===== config.mk =====
export PLATFORM = sky130hd
export DESIGN_NAME = cwf_fill
export DESIGN_NICKNAME = d
export VERILOG_FILES = /design/src/rtl/cwf_pkg.sv /design/src/rtl/cwf_wrap_seq.sv /design/src/rtl/cwf_line_buf.sv /design/src/rtl/cwf_fill.sv
export SDC_FILE = /design/constraint.sdc
export NUM_CORES = 1
export LEC_CHECK = 0
export BUFFER_PORTS_ARGS = -buffer_cell sky130_fd_sc_hd__buf_2
export CORE_UTILIZATION = 45
export DETAILED_ROUTE_END_ITERATION = 10
export GPL_ROUTABILITY_DRIVEN = 0
export PLACE_DENSITY = 0.66
export SYNTH_ARGS = -nofsm -noshare
export SYNTH_HDL_FRONTEND = slang
export SYNTH_SLANG_ARGS = --single-unit

===== constraint.sdc =====
create_clock -name clk -period 4.16 [get_ports clk]
set_clock_uncertainty 0.2 [all_clocks]
set_input_delay 0.416 -clock clk [delete_from_list [all_inputs] [get_ports clk]]
set_output_delay 0.416 -clock clk [all_outputs]
set_load 0.02 [all_outputs]

===== src/rtl/cwf_pkg.sv =====
package cwf_pkg;
  typedef enum logic [1:0] {
    FS_IDLE  = 2'd0,
    FS_FILL  = 2'd1,
    FS_DRAIN = 2'd2
  } fill_state_e;
endpackage


===== src/rtl/cwf_wrap_seq.sv =====
// Beat counter producing the wrapped word offset for each arriving beat.
module cwf_wrap_seq #(
  parameter int WORDS = 8,
  localparam int OFF_W = $clog2(WORDS)
) (
  input  logic             clk,
  input  logic             rst,
  input  logic             start,
  input  logic [OFF_W-1:0] start_off,
  input  logic             beat,
  output logic [OFF_W-1:0] beat_off,
  output logic             last
);
  logic [OFF_W-1:0] base_q;
  logic [OFF_W-1:0] cnt_q;

  always_ff @(posedge clk) begin
    if (rst) begin
      base_q <= '0;
      cnt_q  <= '0;
    end else if (start) begin
      base_q <= start_off;
      cnt_q  <= '0;
    end else if (beat) begin
      cnt_q <= cnt_q + 1'b1;
    end
  end

  // power-of-two line: offset arithmetic wraps by itself
  assign beat_off = base_q + cnt_q;
  assign last     = (cnt_q == OFF_W'(WORDS - 1));
endmodule


===== src/rtl/cwf_line_buf.sv =====
// Per-word copy of the filling line with arrival flags.
module cwf_line_buf #(
  parameter int WORDS  = 8,
  parameter int DATA_W = 32,
  localparam int OFF_W = $clog2(WORDS)
) (
  input  logic              clk,
  input  logic              rst,
  input  logic              clear,
  input  logic              wr,
  input  logic [OFF_W-1:0]  wr_off,
  input  logic [DATA_W-1:0] wr_data,
  input  logic [OFF_W-1:0]  rd_off,
  output logic [DATA_W-1:0] rd_data,
  output logic              rd_arrived
);
  logic [DATA_W-1:0] word_q [WORDS];
  logic              have_q [WORDS];

  for (genvar w = 0; w < WORDS; w++) begin : g_word
    always_ff @(posedge clk) begin
      if (rst || clear) begin
        have_q[w] <= 1'b0;
      end else if (wr && (wr_off == OFF_W'(w))) begin
        have_q[w] <= 1'b1;
      end
    end

    always_ff @(posedge clk) begin
      if (wr && (wr_off == OFF_W'(w))) begin
        word_q[w] <= wr_data;
      end
    end
  end

  assign rd_data    = word_q[rd_off];
  assign rd_arrived = have_q[rd_off];
endmodule


===== src/rtl/cwf_fill.sv =====
module cwf_fill
  import cwf_pkg::*;
#(
  parameter int LINE_W = 26,
  parameter int DATA_W = 32,
  parameter int WORDS  = 8,
  localparam int OFF_W = $clog2(WORDS)
) (
  input  logic              clk,
  input  logic              rst,
  input  logic              miss_valid,
  input  logic [LINE_W-1:0] miss_line,
  input  logic [OFF_W-1:0]  miss_off,
  output logic              miss_ready,
  output logic              mem_req_valid,
  output logic [LINE_W-1:0] mem_req_line,
  output logic [OFF_W-1:0]  mem_req_off,
  input  logic              mem_beat_valid,
  input  logic [DATA_W-1:0] mem_beat_data,
  input  logic              rd_valid,
  input  logic [LINE_W-1:0] rd_line,
  input  logic [OFF_W-1:0]  rd_off,
  output logic              rd_ready,
  output logic              rsp_valid,
  output logic [DATA_W-1:0] rsp_data,
  output logic              wr_en,
  output logic [LINE_W-1:0] wr_line,
  output logic [OFF_W-1:0]  wr_off,
  output logic [DATA_W-1:0] wr_data,
  output logic              fill_done,
  output logic [LINE_W-1:0] done_line
);
  fill_state_e       state_q;
  logic [LINE_W-1:0] line_q;
  logic              crit_seen_q;
  logic              pend_q;
  logic [OFF_W-1:0]  pend_off_q;

  logic              miss_acc, beat_acc, rd_acc, rd_now, pend_hit, beat_is_rd;
  logic [OFF_W-1:0]  beat_off;
  logic              beat_last;
  logic [DATA_W-1:0] buf_data;
  logic              buf_arrived;

  assign miss_ready = (state_q == FS_IDLE);
  assign rd_ready   = (state_q == FS_FILL) && crit_seen_q && !pend_q;
  assign miss_acc   = miss_valid && miss_ready;
  assign beat_acc   = mem_beat_valid && (state_q == FS_FILL);

  cwf_wrap_seq #(.WORDS(WORDS)) u_seq (
    .clk       (clk),
    .rst       (rst),
    .start     (miss_acc),
    .start_off (miss_off),
    .beat      (beat_acc),
    .beat_off  (beat_off),
    .last      (beat_last)
  );

  cwf_line_buf #(.WORDS(WORDS), .DATA_W(DATA_W)) u_buf (
    .clk        (clk),
    .rst        (rst),
    .clear      (miss_acc),
    .wr         (beat_acc),
    .wr_off     (beat_off),
    .wr_data    (mem_beat_data),
    .rd_off     (rd_off),
    .rd_data    (buf_data),
    .rd_arrived (buf_arrived)
  );

  assign beat_is_rd = beat_acc && (beat_off == rd_off);
  assign rd_acc     = rd_valid && rd_ready && (rd_line == line_q);
  assign rd_now     = rd_acc && (buf_arrived || beat_is_rd);
  assign pend_hit   = pend_q && beat_acc && (beat_off == pend_off_q);

  // control state
  always_ff @(posedge clk) begin
    if (rst) begin
      state_q     <= FS_IDLE;
      line_q      <= '0;
      crit_seen_q <= 1'b0;
      pend_q      <= 1'b0;
      pend_off_q  <= '0;
    end else begin
      case (state_q)
        FS_IDLE:  if (miss_acc) state_q <= FS_FILL;
        FS_FILL:  if (beat_acc && beat_last) state_q <= FS_DRAIN;
        default:  state_q <= FS_IDLE;
      endcase
      if (miss_acc) begin
        line_q      <= miss_line;
        crit_seen_q <= 1'b0;
        pend_q      <= 1'b0;
      end else begin
        if (beat_acc) crit_seen_q <= 1'b1;
        if (pend_hit) begin
          pend_q <= 1'b0;
        end else if (rd_acc && !rd_now) begin
          pend_q     <= 1'b1;
          pend_off_q <= rd_off;
        end
      end
    end
  end

  // registered outputs
  always_ff @(posedge clk) begin
    if (rst) begin
      mem_req_valid <= 1'b0;
      rsp_valid     <= 1'b0;
      wr_en         <= 1'b0;
      fill_done     <= 1'b0;
    end else begin
      mem_req_valid <= miss_acc;
      rsp_valid     <= (beat_acc && !crit_seen_q) || pend_hit || rd_now;
      wr_en         <= beat_acc;
      fill_done     <= (state_q == FS_DRAIN);
    end
  end

  always_ff @(posedge clk) begin
    if (miss_acc) begin
      mem_req_line <= miss_line;
      mem_req_off  <= miss_off;
    end
    if ((beat_acc && !crit_seen_q) || pend_hit) begin
      rsp_data <= mem_beat_data;
    end else if (rd_now) begin
      rsp_data <= beat_is_rd ? mem_beat_data : buf_data;
    end
    wr_line   <= line_q;
    wr_off    <= beat_off;
    wr_data   <= mem_beat_data;
    done_line <= line_q;
  end
endmodule


==> qor.txt, run 1 <==
Status: finished clean
Clock power frac: 41.2%
Routing usage on met3: 2.896%
Dominant synthesized flop cell: edfxtp_1
Post-Synth XOR/XNOR Area: 2.062%
# rows: 68
CTS buffer count: 45
RSZ-0062 raised after global routing: false
M1 GR Usage: 23.05%
FF-to-FF path depth: 8
Nets: 1,249
Synthesized flop and latch total: 429
Register area share after synthesis: 74.41%
Maxcap violations: 0
Worst Hold Class: reg2reg
WHS Endpoint: done_line[4]
Compound-Gate Fraction of Synth Area: 1.401%
Final ANT Viol Nets: 0
Tightest Pin Transition: 0.9110 ns
PortBufs: 248
Num Clock Sinks: 429
Fin crit period: 3.439 ns
Die W: 190.0 um
Cell Count, Final, Fillers Out: 1,642
Yosys top cell area share: 61.19%
DP HPWL: 18.95 mm
Mapped Nets: 942
Area of the die: 36,090 um2
Reg2reg start: u_seq.cnt_q[0]
Fin util: 56.13%
Yosys warnings: 0
Worst setup EP type: register
Comb pwr share: 7.4%
# setup viols final: 0
DR iter-0 viols: 457
Min-delay src: line_q[4]
Cell variety after synth: 47
DR WL/cell: 19.19 um
GR Util All Layers: 17.58%
Layout cell share with drive strength beyond 1: 39.85%
CTS tree: done
Crit share post-route: 82.66%
LEAKAGE: 7.221 nW
Number of synthesized flops with an enable pin: 324
Hold Crit Depth: 0
Synth-to-layout area growth: 22.24%
R2r setup slk: 0.72 ns
First-pass GRT wire length: 47.92 mm
Grt met2 use: 29.94%
Pwr per Cell Area: 478.2 nW/um2
PnR worst setup slack: 0.7211 ns
# DRC: 0
Commonest non-fill, non-tap cell in the layout: edfxtp_1
Fraction of power spent switching nets: 21.73%
Post-synth ARST share: 0%
Starting Density: 45.92%
Largest area contributor in the netlist: edfxtp_1
I/O pin cnt: 249
Critical path class: reg2reg
Worst-path clk slew: 0.06 ns
Post-cts gate resize count: 0
Synth Cell Area: 15,900 um2
Largest net degree at the start of global routing: 51
Clock Latency Late Sink: 0.55 ns
Cells after Synth: 843
Final Cell Area: 19,440 um2
# diodes: 0
Routed vias/inst: 5.018
Max-slew violations: 0
Clk buf depth: 3
Total congestion overflow: 0
Syn avg cell area: 18.86 um2
Rel. slew slack: 39.18%
Main combinational cell family by area after synthesis: multiplexers
Vias in the first global route: 8,379
Root Buffer: clkbuf_16
Die Height: 190.0 um
DR pass1 iterations: 4
Placed cells: 1,495
Final TNS setup: 0 ns
Crit path DAT: 3.49 ns
Critical R2R Capture: rsp_data[26]
H-tree depth: 2
Post-synthesis adder-cell area fraction: 0.3620%
Mux contribution to synthesized area: 14.78%
Routed WL: 31.51 mm
CP max FO: 17
Startpoint types: register
DP Area: 17,370 um2
Post-synthesis simple-gate area fraction: 3.769%
Initial antenna violation count: 0
Area of the core: 34,630 um2
NetSw: 2.020 mW
Commonest cells after routing, fill and taps aside: 324 x edfxtp_1, 246 x buf_2, 105 x dfxtp_1
Final hold violation count: 0
Pint: 7.274 mW
Post-place setup slack: 0.7394 ns
Peak supply drop: 0.3823 mV
Busiest grt layer: met2
Seq pwr share: 51.3%
Vias: 8,239
Top post-synthesis cells by area: edfxtp_1 61%, dfxtp_1 13%, mux4_2 9.3%
Max Freq: 290.8 MHz
WP data required: 4.21 ns
## synth_stat cells (all sizes together), types with 2 or more instances
| cell | instances |
|---|---|
| nor4b | 3 |
| dlygate4sd1 | 2 |
| inv | 10 |
| nand2b | 7 |
| mux2i | 3 |
| xor2 | 3 |
| buf | 46 |
| a21oi | 33 |
| o21ai | 4 |
| xnor2 | 30 |
| mux4 | 66 |
| clkbuf | 13 |
| ha | 3 |
| nor2 | 18 |
| nand2 | 79 |
| nand4 | 8 |
| nand3 | 3 |
| nor3 | 3 |
| edfxtp | 324 |
| dfxtp | 105 |
| mux2 | 64 |
| nor2b | 2 |
## layout make-up
| cell class | instances | area [um2] |
|---|---|---|
| fillers | 2715 | 15190 |
| well taps | 455 | 569.3 |
| repair buffers | 322 | 1984 |
| multi-input cells | 341 | 3571 |
| clock buffers | 67 | 1300 |
| inverters | 11 | 41.29 |
| flip-flops and latches | 429 | 11830 |
| clock inverters | 17 | 138.9 |
## worst max path at each step
stage / from / to / slack [ns] / cells after the start
after floorplan: u_seq.cnt_q[0] / u_buf.word_q[4][0] / 0.92 / 6
after global placement: u_seq.cnt_q[0] / rsp_data[25] / 0.82 / 8
after detailed placement: u_seq.cnt_q[0] / rsp_data[18] / 0.74 / 8
after CTS: u_seq.cnt_q[0] / rsp_data[31] / 0.67 / 8
after global routing: u_seq.cnt_q[0] / rsp_data[31] / 0.53 / 8
final: u_seq.cnt_q[0] / rsp_data[26] / 0.72 / 8
## timing repair
item | in CTS | in global routing
hold buffers | 63 | 0
endpoints found under the hold margin | 268 | 0
setup buffers | 0 | 0
setup endpoints to repair | 0 | 0
## sequential cells by signal (all words and copies together) (netlist names), 2 cells and up
register	count
mem_req_line	26
mem_req_off	3
done_line	26
state_q	2
wr_off	3
rsp_data	32
u_seq.base_q	3
u_buf.have_q	8
pend_off_q	3
wr_data	32
line_q	26
u_seq.cnt_q	3
u_buf.word_q	256
## kinds of logic (layout without fill, tap and decap cells)
| logic type | count (synthesis) | after routing |
|---|---|---|
| mux | 133 | 133 |
| flops | 429 | 429 |
| fa+ha+maj | 4 | 4 |
| simple gates | 130 | 130 |
| xor+xnor | 34 | 34 |
| buf+inv | 73 | 417 |
| compound gates | 40 | 40 |
## routing by layer
layer | wire [um] | vias up
met5 | 0 | -
met4 | 745 | 0
met3 | 1666 | 57
met2 | 15830 | 242
met1 | 13260 | 4133
li1 | - | 3807
## power by group through the flow
stage,combinational [mW],clock (mW),sequential [mW]
finish,0.691,3.83,4.77
floorplan,0.357,0,4.94
global route,0.746,4.08,4.78
global placement,0.644,0,4.86
detailed placement,0.654,0,4.86
CTS,0.702,3.93,4.77
## per-stage QoR
stage | hold slack [ns] | total power [mW]
finish | 0.1749 | 9.294
global route | 0.1821 | 9.607
floorplan | 0.1627 | 5.297
global placement | 0.1689 | 5.505
CTS | 0.1777 | 9.401
detailed placement | 0.1693 | 5.517
## critical path, stage by stage (launching register included)
cell,delay (ns)
dfxtp_1,0.34
ha_1,0.21
fa_1,0.79
xnor2_1,0.24
a41oi_1,0.19
a22o_1,0.25
nand4b_1,0.22
nand2_2,0.47
buf_12,0.24
No activity file was read; power rests on OpenSTA's default activity.
==> run 2, diff against run 1 <==
==> constraint.sdc (replaced) <==
create_clock -name clk -period 2.9 [get_ports clk]
set_clock_uncertainty 0.2 [all_clocks]
set_input_delay 0.29 -clock clk [delete_from_list [all_inputs] [get_ports clk]]
set_output_delay 0.29 -clock clk [all_outputs]
set_load 0.02 [all_outputs]
==> qor.txt, run 2 (synthesis results as in run 1) <==
R2r setup slk: 0.11 ns
Largest Register: u_buf.word_q
Worst-path clk slew: 0.06 ns
Pwr per Cell Area: 689.8 nW/um2
Layout cell share with drive strength beyond 1: 41.51%
Final Cell Area: 19,890 um2
Clock Latency Late Sink: 0.55 ns
CP startpoint: u_seq.cnt_q[0]
DR WL/cell: 19.87 um
WP data required: 2.95 ns
Final ANT Viol Nets: 0
Fin util: 57.43%
First-pass GRT wire length: 50.31 mm
Commonest non-fill, non-tap cell in the layout: edfxtp_1
Die W: 190.0 um
Final TNS setup: 0 ns
Nets: 1,270
Fin crit period: 2.788 ns
Max Freq: 358.6 MHz
Startpoint types: register
Met3 wire len: 1.736 mm
Die Height: 190.0 um
# DRC: 0
Tightest Pin Transition: 0.6695 ns
Maxcap violations: 0
Vias in the first global route: 8,706
PnR worst setup slack: 0.1117 ns
DR iter-0 viols: 384
I/O pin cnt: 249
Crit share post-route: 96.15%
Routed vias/inst: 5.020
Root Buffer: clkbuf_16
CP max stage cell: fa_2
Number of flip-flops under the largest register name: 256
DP Area: 17,680 um2
LEAKAGE: 7.436 nW
Max-slew violations: 0
WL met1: 13.71 mm
DR pass1 iterations: 5
Worst setup EP type: register
Uppermost layer routed: met4
Hold Crit Depth: 3
Largest net degree at the start of global routing: 59
CP max FO: 14
Min-delay src: rd_off[2]
CTS buffer count: 45
Final hold violation count: 0
Synth-to-layout area growth: 25.06%
# rows: 68
H-tree depth: 2
# setup viols final: 0
Crit path DAT: 2.84 ns
Status: finished clean
Num Clock Sinks: 429
Worst path cell trace: ha_1 > fa_2 > xnor2_2 > a41oi_1 > a22o_1 > nand4b_1 > nand2_4 > buf_12
Max incr delay on CP: 0.62 ns
Total congestion overflow: 0
Critical path class: reg2reg
Starting Density: 45.92%
Area of the core: 34,630 um2
PortBufs: 248
Worst Hold Class: in2reg
Clk buf depth: 3
CTS tree: done
RSZ-0062 raised after global routing: true
GR Util All Layers: 18.68%
Post-place setup slack: 0.05085 ns
Vias: 8,343
Largest regs: u_buf.word_q x256, rsp_data x32, wr_data x32
Commonest cells after routing, fill and taps aside: 324 x edfxtp_1, 246 x buf_2, 105 x dfxtp_1
Routed WL: 33.03 mm
Peak supply drop: 0.5457 mV
FILL cells: 2,670
Initial antenna violation count: 0
Area of the die: 36,090 um2
DP HPWL: 20.84 mm
FF-to-FF path depth: 8
Reg2reg start: u_seq.cnt_q[0]
Rel. slew slack: 55.37%
WL met2: 16.80 mm
# diodes: 0
## run 2: per-layer routing
metal  GRT usage [%]  vias to the layer above
met5               0                        -
met4           5.800                        0
met3           3.394                       54
met2           32.58                      248
met1           23.58                     4191
li1                -                     3850
## run 2: final timing paths
check             endpoint
max            rsp_data[6]
min          pend_off_q[2]
max reg2reg    rsp_data[6]
min reg2reg   done_line[5]
## run 2: final cells by class
cell class              count  area (um2)  area share, %
inverters                  11       41.29         0.2076
well taps                 455       569.3          2.863
multi-input cells         341        3593          18.07
clock inverters            22       254.0          1.277
repair buffers            343        2307          11.60
clock buffers              61        1289          6.481
flip-flops and latches    429       11830          59.50
## run 2: worst max-delay path, delay by kind of cell, from the launching register on
family | cells | cell delay [ns]
AOI/OAI and AO/OA | 2 | 0.38
xor gates and xnor gates | 1 | 0.15
adders and majority gates | 2 | 0.83
buffers and inverters | 1 | 0.16
DFF | 1 | 0.33
and+or+nand+nor | 2 | 0.42
## run 2: repair_timing
action | CTS | global route
pin swaps | 1 | 2
endpoints found under the hold margin | 368 | 0
endpoints found under the setup margin | 1 | 58
gates cloned | 0 | 0
resized for setup | 1 | 2
hold buffers | 64 | 0
buffers inserted | 0 | 0
## run 2: per-stage QoR
step           power, mW  instances  hold WS [ns]
3_5_place_dp       7.958       1515        0.1710
3_3_place_gp       7.944       1515        0.1680
6_report           13.72       1662       0.03486
4_1_cts            13.87       1662       0.02368
5_1_grt            14.18       1662       0.03749
2_1_floorplan      7.599        843        0.1177
## run 2: report_power, final
part | switching (mW) | internal [mW] | leakage (nW)
logic | 0.562 | 0.472 | 2.86
registers | 0.0668 | 6.78 | 3.82
clock network | 2.33 | 3.50 | 0.753
total | 2.96 | 10.8 | 7.44
